===== src/rtl/awd_pkg.sv =====
package awd_pkg;
    typedef enum logic [2:0] {
        RK_NONE,
        RK_CTRL,
        RK_BASE,
        RK_RLO,
        RK_RHI
    } reg_kind_e;

    localparam int WIDE_STRIDE   = 16;
    localparam int NARROW_STRIDE = 8;
    localparam int HOLE_BYTES    = 16;
endpackage


===== src/rtl/awd_regfile.sv =====
module awd_regfile
    import awd_pkg::*;
#(
    parameter int NWIN   = 20,
    parameter int NREMAP = 8,
    parameter int REG_AW = 8,
    parameter int IDX_W  = 5
) (
    input  logic                          clk,
    input  logic                          rst_n,
    input  logic                          reg_wr,
    input  logic [REG_AW-1:0]             reg_addr,
    input  logic [31:0]                   reg_wdata,
    output logic [31:0]                   reg_rdata,
    output logic [NWIN-1:0][31:0]         ctrl_o,
    output logic [NWIN-1:0][19:0]         base_o,
    output logic [NREMAP-1:0][15:0]       rlo_o,
    output logic [NREMAP-1:0][31:0]       rhi_o
);
    localparam int WIDE_END   = NREMAP * WIDE_STRIDE;
    localparam int NARROW_BEG = WIDE_END + HOLE_BYTES;
    localparam int NARROW_END = NARROW_BEG + (NWIN - NREMAP) * NARROW_STRIDE;
    localparam int RI_W       = (NREMAP > 1) ? $clog2(NREMAP) : 1;

    typedef struct packed {
        logic [NWIN-1:0][31:0]   ctrl;
        logic [NWIN-1:0][19:0]   base;
        logic [NREMAP-1:0][15:0] rlo;
        logic [NREMAP-1:0][31:0] rhi;
    } bank_t;

    bank_t     state_d, state_q;
    reg_kind_e kind;
    logic [IDX_W-1:0] idx;
    logic [31:0] a_ext;

    assign a_ext = 32'(reg_addr);

    // offset decode: wide slots, reserved gap, narrow slots
    always_comb begin
        kind = RK_NONE;
        idx  = '0;
        if (a_ext < 32'(WIDE_END)) begin
            idx = IDX_W'(a_ext >> 4);
            case (a_ext[3:2])
                2'd0:    kind = RK_CTRL;
                2'd1:    kind = RK_BASE;
                2'd2:    kind = RK_RLO;
                default: kind = RK_RHI;
            endcase
        end else if (a_ext >= 32'(NARROW_BEG) && a_ext < 32'(NARROW_END)) begin
            idx  = IDX_W'((a_ext - 32'(NARROW_BEG)) >> 3) + IDX_W'(NREMAP);
            kind = a_ext[2] ? RK_BASE : RK_CTRL;
        end
    end

    always_comb begin
        state_d = state_q;
        if (reg_wr) begin
            case (kind)
                RK_CTRL: state_d.ctrl[idx] = reg_wdata;
                RK_BASE: state_d.base[idx] = {reg_wdata[3:0], reg_wdata[31:16]};
                RK_RLO:  state_d.rlo[idx[RI_W-1:0]] = reg_wdata[31:16];
                RK_RHI:  state_d.rhi[idx[RI_W-1:0]] = reg_wdata;
                default: ;
            endcase
        end
    end

    always_ff @(posedge clk or negedge rst_n) begin
        if (!rst_n) state_q <= '0;
        else        state_q <= state_d;
    end

    always_comb begin
        case (kind)
            RK_CTRL: reg_rdata = state_q.ctrl[idx];
            RK_BASE: reg_rdata = {state_q.base[idx][15:0], 12'h000, state_q.base[idx][19:16]};
            RK_RLO:  reg_rdata = {state_q.rlo[idx[RI_W-1:0]], 16'h0000};
            RK_RHI:  reg_rdata = state_q.rhi[idx[RI_W-1:0]];
            default: reg_rdata = '0;
        endcase
    end

    assign ctrl_o = state_q.ctrl;
    assign base_o = state_q.base;
    assign rlo_o  = state_q.rlo;
    assign rhi_o  = state_q.rhi;
endmodule


===== src/rtl/awd_lookup.sv =====
module awd_lookup #(
    parameter int NWIN   = 20,
    parameter int NREMAP = 8,
    parameter int IDX_W  = 5
) (
    input  logic [NWIN-1:0][31:0]   ctrl,
    input  logic [NWIN-1:0][19:0]   base,
    input  logic [NREMAP-1:0][15:0] rlo,
    input  logic [NREMAP-1:0][31:0] rhi,
    input  logic [35:0]             addr,
    output logic                    hit,
    output logic [IDX_W-1:0]        win,
    output logic [3:0]              target,
    output logic [7:0]              attr,
    output logic [63:0]             xaddr
);
    logic [NWIN-1:0][35:0] mask_w;
    logic [NWIN-1:0][63:0] xl;
    logic [NWIN-1:0]       match;
    logic [IDX_W-1:0]      sel;
    logic                  any;

    for (genvar i = 0; i < NWIN; i++) begin : g_win
        assign mask_w[i] = {4'h0, ctrl[i][31:16], 16'hFFFF};
        assign match[i]  = ctrl[i][0] && ((addr & ~mask_w[i]) == {base[i], 16'h0000});
        if (i < NREMAP) begin : g_remap
            assign xl[i] = {rhi[i], rlo[i], 16'h0000} | {28'h0, addr & mask_w[i]};
        end else begin : g_pass
            assign xl[i] = {28'h0, addr};
        end
    end

    // lowest index wins: scan downward so the last assignment is the lowest
    always_comb begin
        sel = '0;
        any = 1'b0;
        for (int i = NWIN - 1; i >= 0; i--) begin
            if (match[i]) begin
                sel = IDX_W'(i);
                any = 1'b1;
            end
        end
    end

    always_comb begin
        hit    = any;
        win    = '0;
        target = '0;
        attr   = '0;
        xaddr  = '0;
        if (any) begin
            win    = sel;
            target = ctrl[sel][7:4];
            attr   = ctrl[sel][15:8];
            xaddr  = xl[sel];
        end
    end
endmodule


===== src/rtl/addr_window_decoder.sv =====
module addr_window_decoder #(
    parameter int NWIN   = 20,
    parameter int NREMAP = 8,
    parameter int REG_AW = 8,
    localparam int IDX_W = $clog2(NWIN)
) (
    input  logic              clk,
    input  logic              rst_n,
    input  logic              reg_wr,
    input  logic [REG_AW-1:0] reg_addr,
    input  logic [31:0]       reg_wdata,
    output logic [31:0]       reg_rdata,
    input  logic [35:0]       lk_addr,
    output logic              lk_hit,
    output logic [IDX_W-1:0]  lk_win,
    output logic [3:0]        lk_target,
    output logic [7:0]        lk_attr,
    output logic [63:0]       lk_xaddr
);
    logic [NWIN-1:0][31:0]   ctrl_w;
    logic [NWIN-1:0][19:0]   base_w;
    logic [NREMAP-1:0][15:0] rlo_w;
    logic [NREMAP-1:0][31:0] rhi_w;

    awd_regfile #(
        .NWIN(NWIN), .NREMAP(NREMAP), .REG_AW(REG_AW), .IDX_W(IDX_W)
    ) u_regs (
        .clk(clk), .rst_n(rst_n), .reg_wr(reg_wr), .reg_addr(reg_addr),
        .reg_wdata(reg_wdata), .reg_rdata(reg_rdata),
        .ctrl_o(ctrl_w), .base_o(base_w), .rlo_o(rlo_w), .rhi_o(rhi_w)
    );

    awd_lookup #(
        .NWIN(NWIN), .NREMAP(NREMAP), .IDX_W(IDX_W)
    ) u_look (
        .ctrl(ctrl_w), .base(base_w), .rlo(rlo_w), .rhi(rhi_w),
        .addr(lk_addr), .hit(lk_hit), .win(lk_win),
        .target(lk_target), .attr(lk_attr), .xaddr(lk_xaddr)
    );
endmodule


===== config.mk =====
export PLATFORM = sky130hd
export DESIGN_NAME = addr_window_decoder
export DESIGN_NICKNAME = d
export VERILOG_FILES = /design/src/rtl/awd_pkg.sv /design/src/rtl/awd_regfile.sv /design/src/rtl/awd_lookup.sv /design/src/rtl/addr_window_decoder.sv
export SDC_FILE = /design/constraint.sdc
export NUM_CORES = 2
export LEC_CHECK = 0
export ABC_CLOCK_PERIOD_IN_PS = 11000
export CAP_MARGIN = 20
export CORE_ASPECT_RATIO = 0.9
export CORE_MARGIN = 10
export CORE_UTILIZATION = 50
export CTS_CLUSTER_SIZE = 24
export DETAILED_ROUTE_END_ITERATION = 12
export PLACE_DENSITY = 0.67
export SYNTH_ARGS = -nofsm -noshare
export SYNTH_HDL_FRONTEND = slang
export SYNTH_SLANG_ARGS = --single-unit

===== constraint.sdc =====
create_clock -name clk -period 11 [get_ports clk]
set_input_delay 2.2 -clock clk [delete_from_list [all_inputs] [get_ports clk]]
set_output_delay 2.2 -clock clk [all_outputs]
set_load 0.1 [all_outputs]

Yosys cells after proc, flatten, opt, wreduce, memory -nomap -nowiden. Index checks and enable logic that the tools add are counted.

Flip-flop bits (word level): 1424. Bits of input ports: 79. Word-level logic and storage cells: 251.

Add/sub/neg operators: 2. Magnitude comparators: 8. Equality and inequality tests: 26. Mux-type cells: 75. Bitwise gates (word level): 56. Reduce and logical (&&, ||, !) cells: 28.

Operators with widths (number): 36-bit bitwise AND (20); 36-bit == test (20); 32-bit inverter with 36-bit output (20); 640-bit bitwise mux (1); 64-bit by 36-bit OR with 64-bit output (8); 400-bit bitwise mux (1); 32-bit binary-select mux with 5-bit select (2); 64-bit binary-select mux with 5-bit select (1); 36-bit by 32-bit bitwise AND with 36-bit output (8); 256-bit bitwise mux (1); 32-bit demux with 5-bit select (1); 128-bit bitwise mux (1); 32-bit 2-to-1 mux (4); 64-bit 2-to-1 mux (2); 32-bit one-hot mux with 4 select lines (1); 5-bit 2-to-1 mux (23); 20-bit binary-select mux with 5-bit select (1); 20-bit demux with 5-bit select (1); 32-bit binary-select mux with 3-bit select (1); 32-bit demux with 3-bit select (1); 16-bit binary-select mux with 3-bit select (1); 16-bit demux with 3-bit select (1); 16-bit 2-to-1 mux (3); 20-bit 2-to-1 mux (2); 22 further kinds (70).

Logic depth before layout (Yosys ltp).
Depth in word-level cells: 27. Gate-level depth with buffers: 19.

Cells and area by module. Synthesis repeated with hierarchy kept, for this count alone.

Cell total of the unflattened synthesis: 7487. Area, all modules: 79607.6 um^2.

By module, submodules not included: awd_regfile (instances 1, cells an instance 5282, area an instance 65400.2 um^2, sequential area each 35634.2 um^2); awd_lookup (instances 1, cells an instance 2205, area an instance 14207.4 um^2, sequential area each 0.0 um^2).

Worst setup path after synthesis. No wires, ideal clock.

Path type: input-to-output. From: input lk_addr[28]. To: output lk_attr[1]. Arrival: 7.421 ns. Path slack: 1.379 ns. Cell stages on the path: 17. Buffers on the path: 5. Path through: buf_2 clkbuf_1 nor2b_1 xnor2_1 nand4_1 nor4b_1 nand2_1 nand4_1 or2_1 buf_2 or2_2 buf_2 inv_1 clkbuf_1 nand4_1 nand3_1 o31ai_1.

Word-level cells in the longest chain between the ends: 26.

RTL lines: from (decl) (line addr_window_decoder.sv:13) `input logic [35:0] lk_addr,`; 36-bit bitwise AND (line awd_lookup.sv:25) `assign match[i] = ctrl[i][0] && ((addr & ~mask_w[i]) == {base[i], 16'h0000});`; 36-bit == test (line awd_lookup.sv:25); 1-bit logical AND (line awd_lookup.sv:25); 5-bit 2-to-1 mux (20 in a row) (line awd_lookup.sv:38) `if (match[i]) begin`; 32-bit binary-select mux with 5-bit select (line awd_lookup.sv:54) `attr = ctrl[sel][15:8];`; 16-bit 2-to-1 mux; 8-bit 2-to-1 mux * (line awd_lookup.sv:51) `if (any) begin`; to (decl) (line addr_window_decoder.sv:17) `output logic [7:0] lk_attr,`.

Every way passes the cells marked *; elsewhere a longest branch is shown, timed or not. The select of a mux whose other input is x is not followed.

Worst setup path in the final report.
From: input lk_addr[16]. To: output lk_target[0].

Word-level cells in the longest chain between the ends: 26.

RTL lines: 36-bit bitwise AND (line awd_lookup.sv:25); 36-bit == test (line awd_lookup.sv:25); 1-bit logical AND (line awd_lookup.sv:25); 5-bit 2-to-1 mux (20 in a row) (line awd_lookup.sv:38); 32-bit binary-select mux with 5-bit select (line awd_lookup.sv:53) `target = ctrl[sel][7:4];`; 16-bit 2-to-1 mux (implied by the code) (line awd_lookup.sv:53); 4-bit 2-to-1 mux * (line awd_lookup.sv:51); to (decl) (line addr_window_decoder.sv:16) `output logic [3:0] lk_target,`.

Marked as above.

==> results by group <==
GRT
  – Initial antenna violation count: 39
  – Vias in the first global route: 60699
  – Gr usage total: 0.362
  – Pin count of the biggest net entering global routing: 172
  – First-pass GRT wire length: 451000 um
  – Overflow after GRT: 0

Logic synthesis
  – Flops & latches, synth: 1424
  – Syn_area_per_cell: 11.2 um2
  – Yosys top cell area share: 0.463
  – YS warnings: 0
  – Cell count after synthesis: 6855
  – Asr flop ratio synth: 1.00
  – Unique cell type count in the Yosys netlist: 89
  – Syn nets: 6940
  – Cells taking the most area after synthesis: dfrtp_1 (46%), mux2_2 (21%), o22ai_1 (4.9%)
  – Area leader, netlist: dfrtp_1
  – Mapped Area: 0.0770 mm2
  – Top_reg_cell synth: dfrtp_1
  – Post-synth EDFFs: 0
  – Register area share after synthesis: 0.463

Die
  – Die Height: 392 um
  – Num ports: 193
  – Starting Density: 0.504
  – Die area: 0.170 mm2
  – Floorplan core area: 0.153 mm2
  – Die X: 434 um
  – Site Rows: 136

Clocking
  – CTS buffer count: 155
  – Root Driver: clkbuf_16
  – CTS sink count: 1424
  – Setup bufs post-CTS: 0
  – Clock buffer depth: 3
  – CTS tree: done
  – Cts hold-fix bufs: 0
  – # resized after CTS: 0
  – Worst-path clk slew: 0.06 ns
  – Clock latency on the worst-skew pair: 0.80 ns
  – H-tree Lvls: 4

Power and ir drop
  – Sequential share of power: 0.438
  – Worst vdd ir: 0.000142 V
  – P_int: 10.4 mW
  – Power Density: 174 mW/mm2
  – Leak: 38.3 nW
  – Clock power frac: 0.350
  – Net Switching: 4.86 mW
  – Combinational power share: 0.212
  – Switching Share: 0.319

Layout
  – Final Core Density: 0.575
  – Nets: 6982
  – Layout cells sized above 1: 0.329
  – Final instance area: 0.0879 mm2
  – Syn-to-layout area delta: 14.2%
  – Fillers: 12651

Worst setup path
  – Worst r2r src: u_regs.ctrl_o[181]
  – CP arrival: 8.34 ns
  – Worst R2R Setup Slack: 9.98 ns
  – Critical path class: input pin to output pin
  – Critical R2R Capture: u_regs.ctrl_o[181]
  – Worst Path Max Fanout: 17
  – Worst setup SP type: input pin
  – CP endpoint kind: output pin
  – Worst R2R Path Depth: 1
  – Worst Path Required: 8.80 ns

Detailed routing
  – Routed vias/inst: 7.01
  – Drt first-iter violations: 9800
  – DRT Pass-1 Iters: 6
  – Post-DRT Antenna Nets: 0
  – Via count: 63242
  – Drt total wl: 316000 um
  – DRC viols: 0
  – Wirelength per Cell: 35.0 um

STA
  – Setup Skew: 0 ns
  – Worst slew pin tran: 1.28 ns
  – Fin crit share: 0.958
  – RSZ-0062 raised after global routing: no
  – Setup Viol. Count Final: 0
  – Slew Viols, Final: 0
  – Hold Vio Cnt, Final: 0
  – Fmax: 0.0949 GHz
  – Minimum clock period: 10.54 ns
  – Setup_tns: 0 ns
  – Final worst setup slack: 0.462 ns
  – Worst slew margin: 0.145

Status
  – Status: completed

Worst hold path
  – Worst Hold Depth: 1
  – Hold/Removal Path Class: flip-flop to flip-flop
  – Hold path start: u_regs.ctrl_o[3]
  – Hold EP: u_regs.ctrl_o[3]

Placement
  – DP Area: 0.0826 mm2
  – Port bufs: 192
  – Pre-CTS WS: 0.741 ns
  – Final Wtd Congestion: 1.02
  – Placed wire-length estimate: 213000 um

Run
  – Max-Cap Viols: 0
==> sequential cells by signal, indices dropped and copies added, names as in the netlist <==
signal and flops:
u_regs.rlo_o 128, u_regs.base_o 400, u_regs.ctrl_o 640, u_regs.rhi_o 256
==> power groups by stage <==
| stage | combinational (mW) | sequential, mW | clock (mW) |
|---|---|---|---|
| floorplan | 2.04 | 6.48 | 0 |
| global placement | 3.07 | 6.70 | 0 |
| detailed placement | 3.11 | 6.73 | 0 |
| CTS | 3.13 | 6.64 | 5.37 |
| global route | 3.38 | 6.75 | 5.59 |
| finish | 3.23 | 6.68 | 5.34 |
==> layout by cell type, fill, tap and decap left out, types with 73 or more instances in the layout <==
cell	count
mux2_2	1430
dfrtp_1	1424
o22ai_1	601
xnor2_1	399
o21ai_0	353
buf_4	323
nor2b_1	312
nand2_1	240
nand4_1	169
clkbuf_16	162
nand3_1	159
buf_12	105
nor2_1	103
mux2i_1	85
nor3_1	74
mux4_2	73
a22oi_1	73
==> logic make-up after synthesis <==
group / after synthesis / share of synthesized area
muxes: 1589 / 0.242
DFF: 1424 / 0.463
AOI/OAI and AO/OA: 1415 / 0.118
and+or+nand+nor: 1340 / 0.0948
buffers and inverters: 677 / 0.0354
xor gates and xnor gates: 404 / 0.0460
adders and majority gates: 6 / 0.000975
==> Yosys cell counts (6+ instances only) <==
| master | count |
|---|---|
| nor2b_1 | 312 |
| ha_1 | 6 |
| or3_1 | 21 |
| nor3_1 | 84 |
| or2_2 | 6 |
| o2bb2ai_1 | 8 |
| buf_4 | 7 |
| o221ai_1 | 35 |
| nand4_1 | 169 |
| o21ai_1 | 7 |
| nand3b_1 | 7 |
| clkbuf_1 | 492 |
| a31oi_1 | 19 |
| a21oi_1 | 71 |
| a2bb2oi_1 | 9 |
| or3b_2 | 9 |
| a221oi_1 | 29 |
| o21ai_0 | 356 |
| o22ai_1 | 604 |
| nand2b_1 | 22 |
| mux2_2 | 1430 |
| a22o_1 | 41 |
| xnor2_1 | 399 |
| nor2_1 | 137 |
| o211ai_1 | 36 |
| dfrtp_1 | 1424 |
| buf_6 | 11 |
| buf_2 | 47 |
| a41o_1 | 15 |
| mux4_2 | 73 |
| nand4b_1 | 17 |
| o31ai_1 | 22 |
| and2_1 | 59 |
| nand3_1 | 159 |
| mux2i_1 | 85 |
| or3b_1 | 7 |
| a32oi_1 | 12 |
| o21bai_1 | 18 |
| buf_1 | 77 |
| nand2_1 | 242 |
| and3_1 | 28 |
| a22oi_1 | 73 |
| nor4_1 | 35 |
| inv_1 | 38 |
| o31a_1 | 20 |
==> critical path: stages <==
cell	delay (ns)
clkdlybuf4s50_1	1.14
buf_4	0.42
nor2b_1	0.20
xnor2_1	0.22
nand4_1	0.14
nor4_1	0.39
nand2_1	0.31
nand2_1	0.18
a21oi_1	0.05
nor2_1	0.83
o21ai_1	0.37
inv_4	0.38
buf_4	0.36
mux2i_1	0.16
a221oi_1	0.47
a31o_1	0.26
buf_12	0.18
==> through the flow <==
stage / hold WS, ns / total power [mW] / instances
2_1_floorplan: 0.479 / 8.52 / 6855
3_3_place_gp: 0.488 / 9.77 / 8725
3_5_place_dp: 0.495 / 9.85 / 8730
4_1_cts: 0.509 / 15.1 / 9002
5_1_grt: 0.516 / 15.7 / 9017
6_report: 0.507 / 15.3 / 9025
==> how the worst max path moves through the flow <==
| stage | start | to | slack (ns) |
|---|---|---|---|
| 2_1_floorplan | lk_addr[28] | lk_attr[1] | 1.38 |
| 3_3_place_gp | lk_addr[16] | lk_target[0] | 0.80 |
| 3_5_place_dp | lk_addr[16] | lk_target[0] | 0.74 |
| 4_1_cts | lk_addr[16] | lk_target[0] | 0.71 |
| 5_1_grt | lk_addr[16] | lk_target[1] | 0.51 |
| 6_report | lk_addr[16] | lk_target[0] | 0.46 |
==> layer usage <==
| layer | GRT usage | part of all wire | wire length (um) |
|---|---|---|---|
| met1 | 0.486 | 0.39 | 122000 |
| met5 | 0 | 0.00057 | 181 |
| met2 | 0.509 | 0.42 | 131000 |
| met3 | 0.125 | 0.13 | 41000 |
| met4 | 0.203 | 0.066 | 20900 |
==> cell type report <==
cell class | count | area, um2 | area share
Multi-Input combinational cell | 4754 | 39000 | 0.444
Sequential cell | 1424 | 35600 | 0.405
Clock inverter | 54 | 614 | 0.00699
Clock buffer | 218 | 4440 | 0.0505
Tap cell | 2001 | 2500 | 0.0285
Timing Repair Buffer | 520 | 5500 | 0.0626
Antenna cell | 12 | 30.0 | 0.000342
Inverter | 42 | 168 | 0.00191
Power figures use the tool's default switching activity.
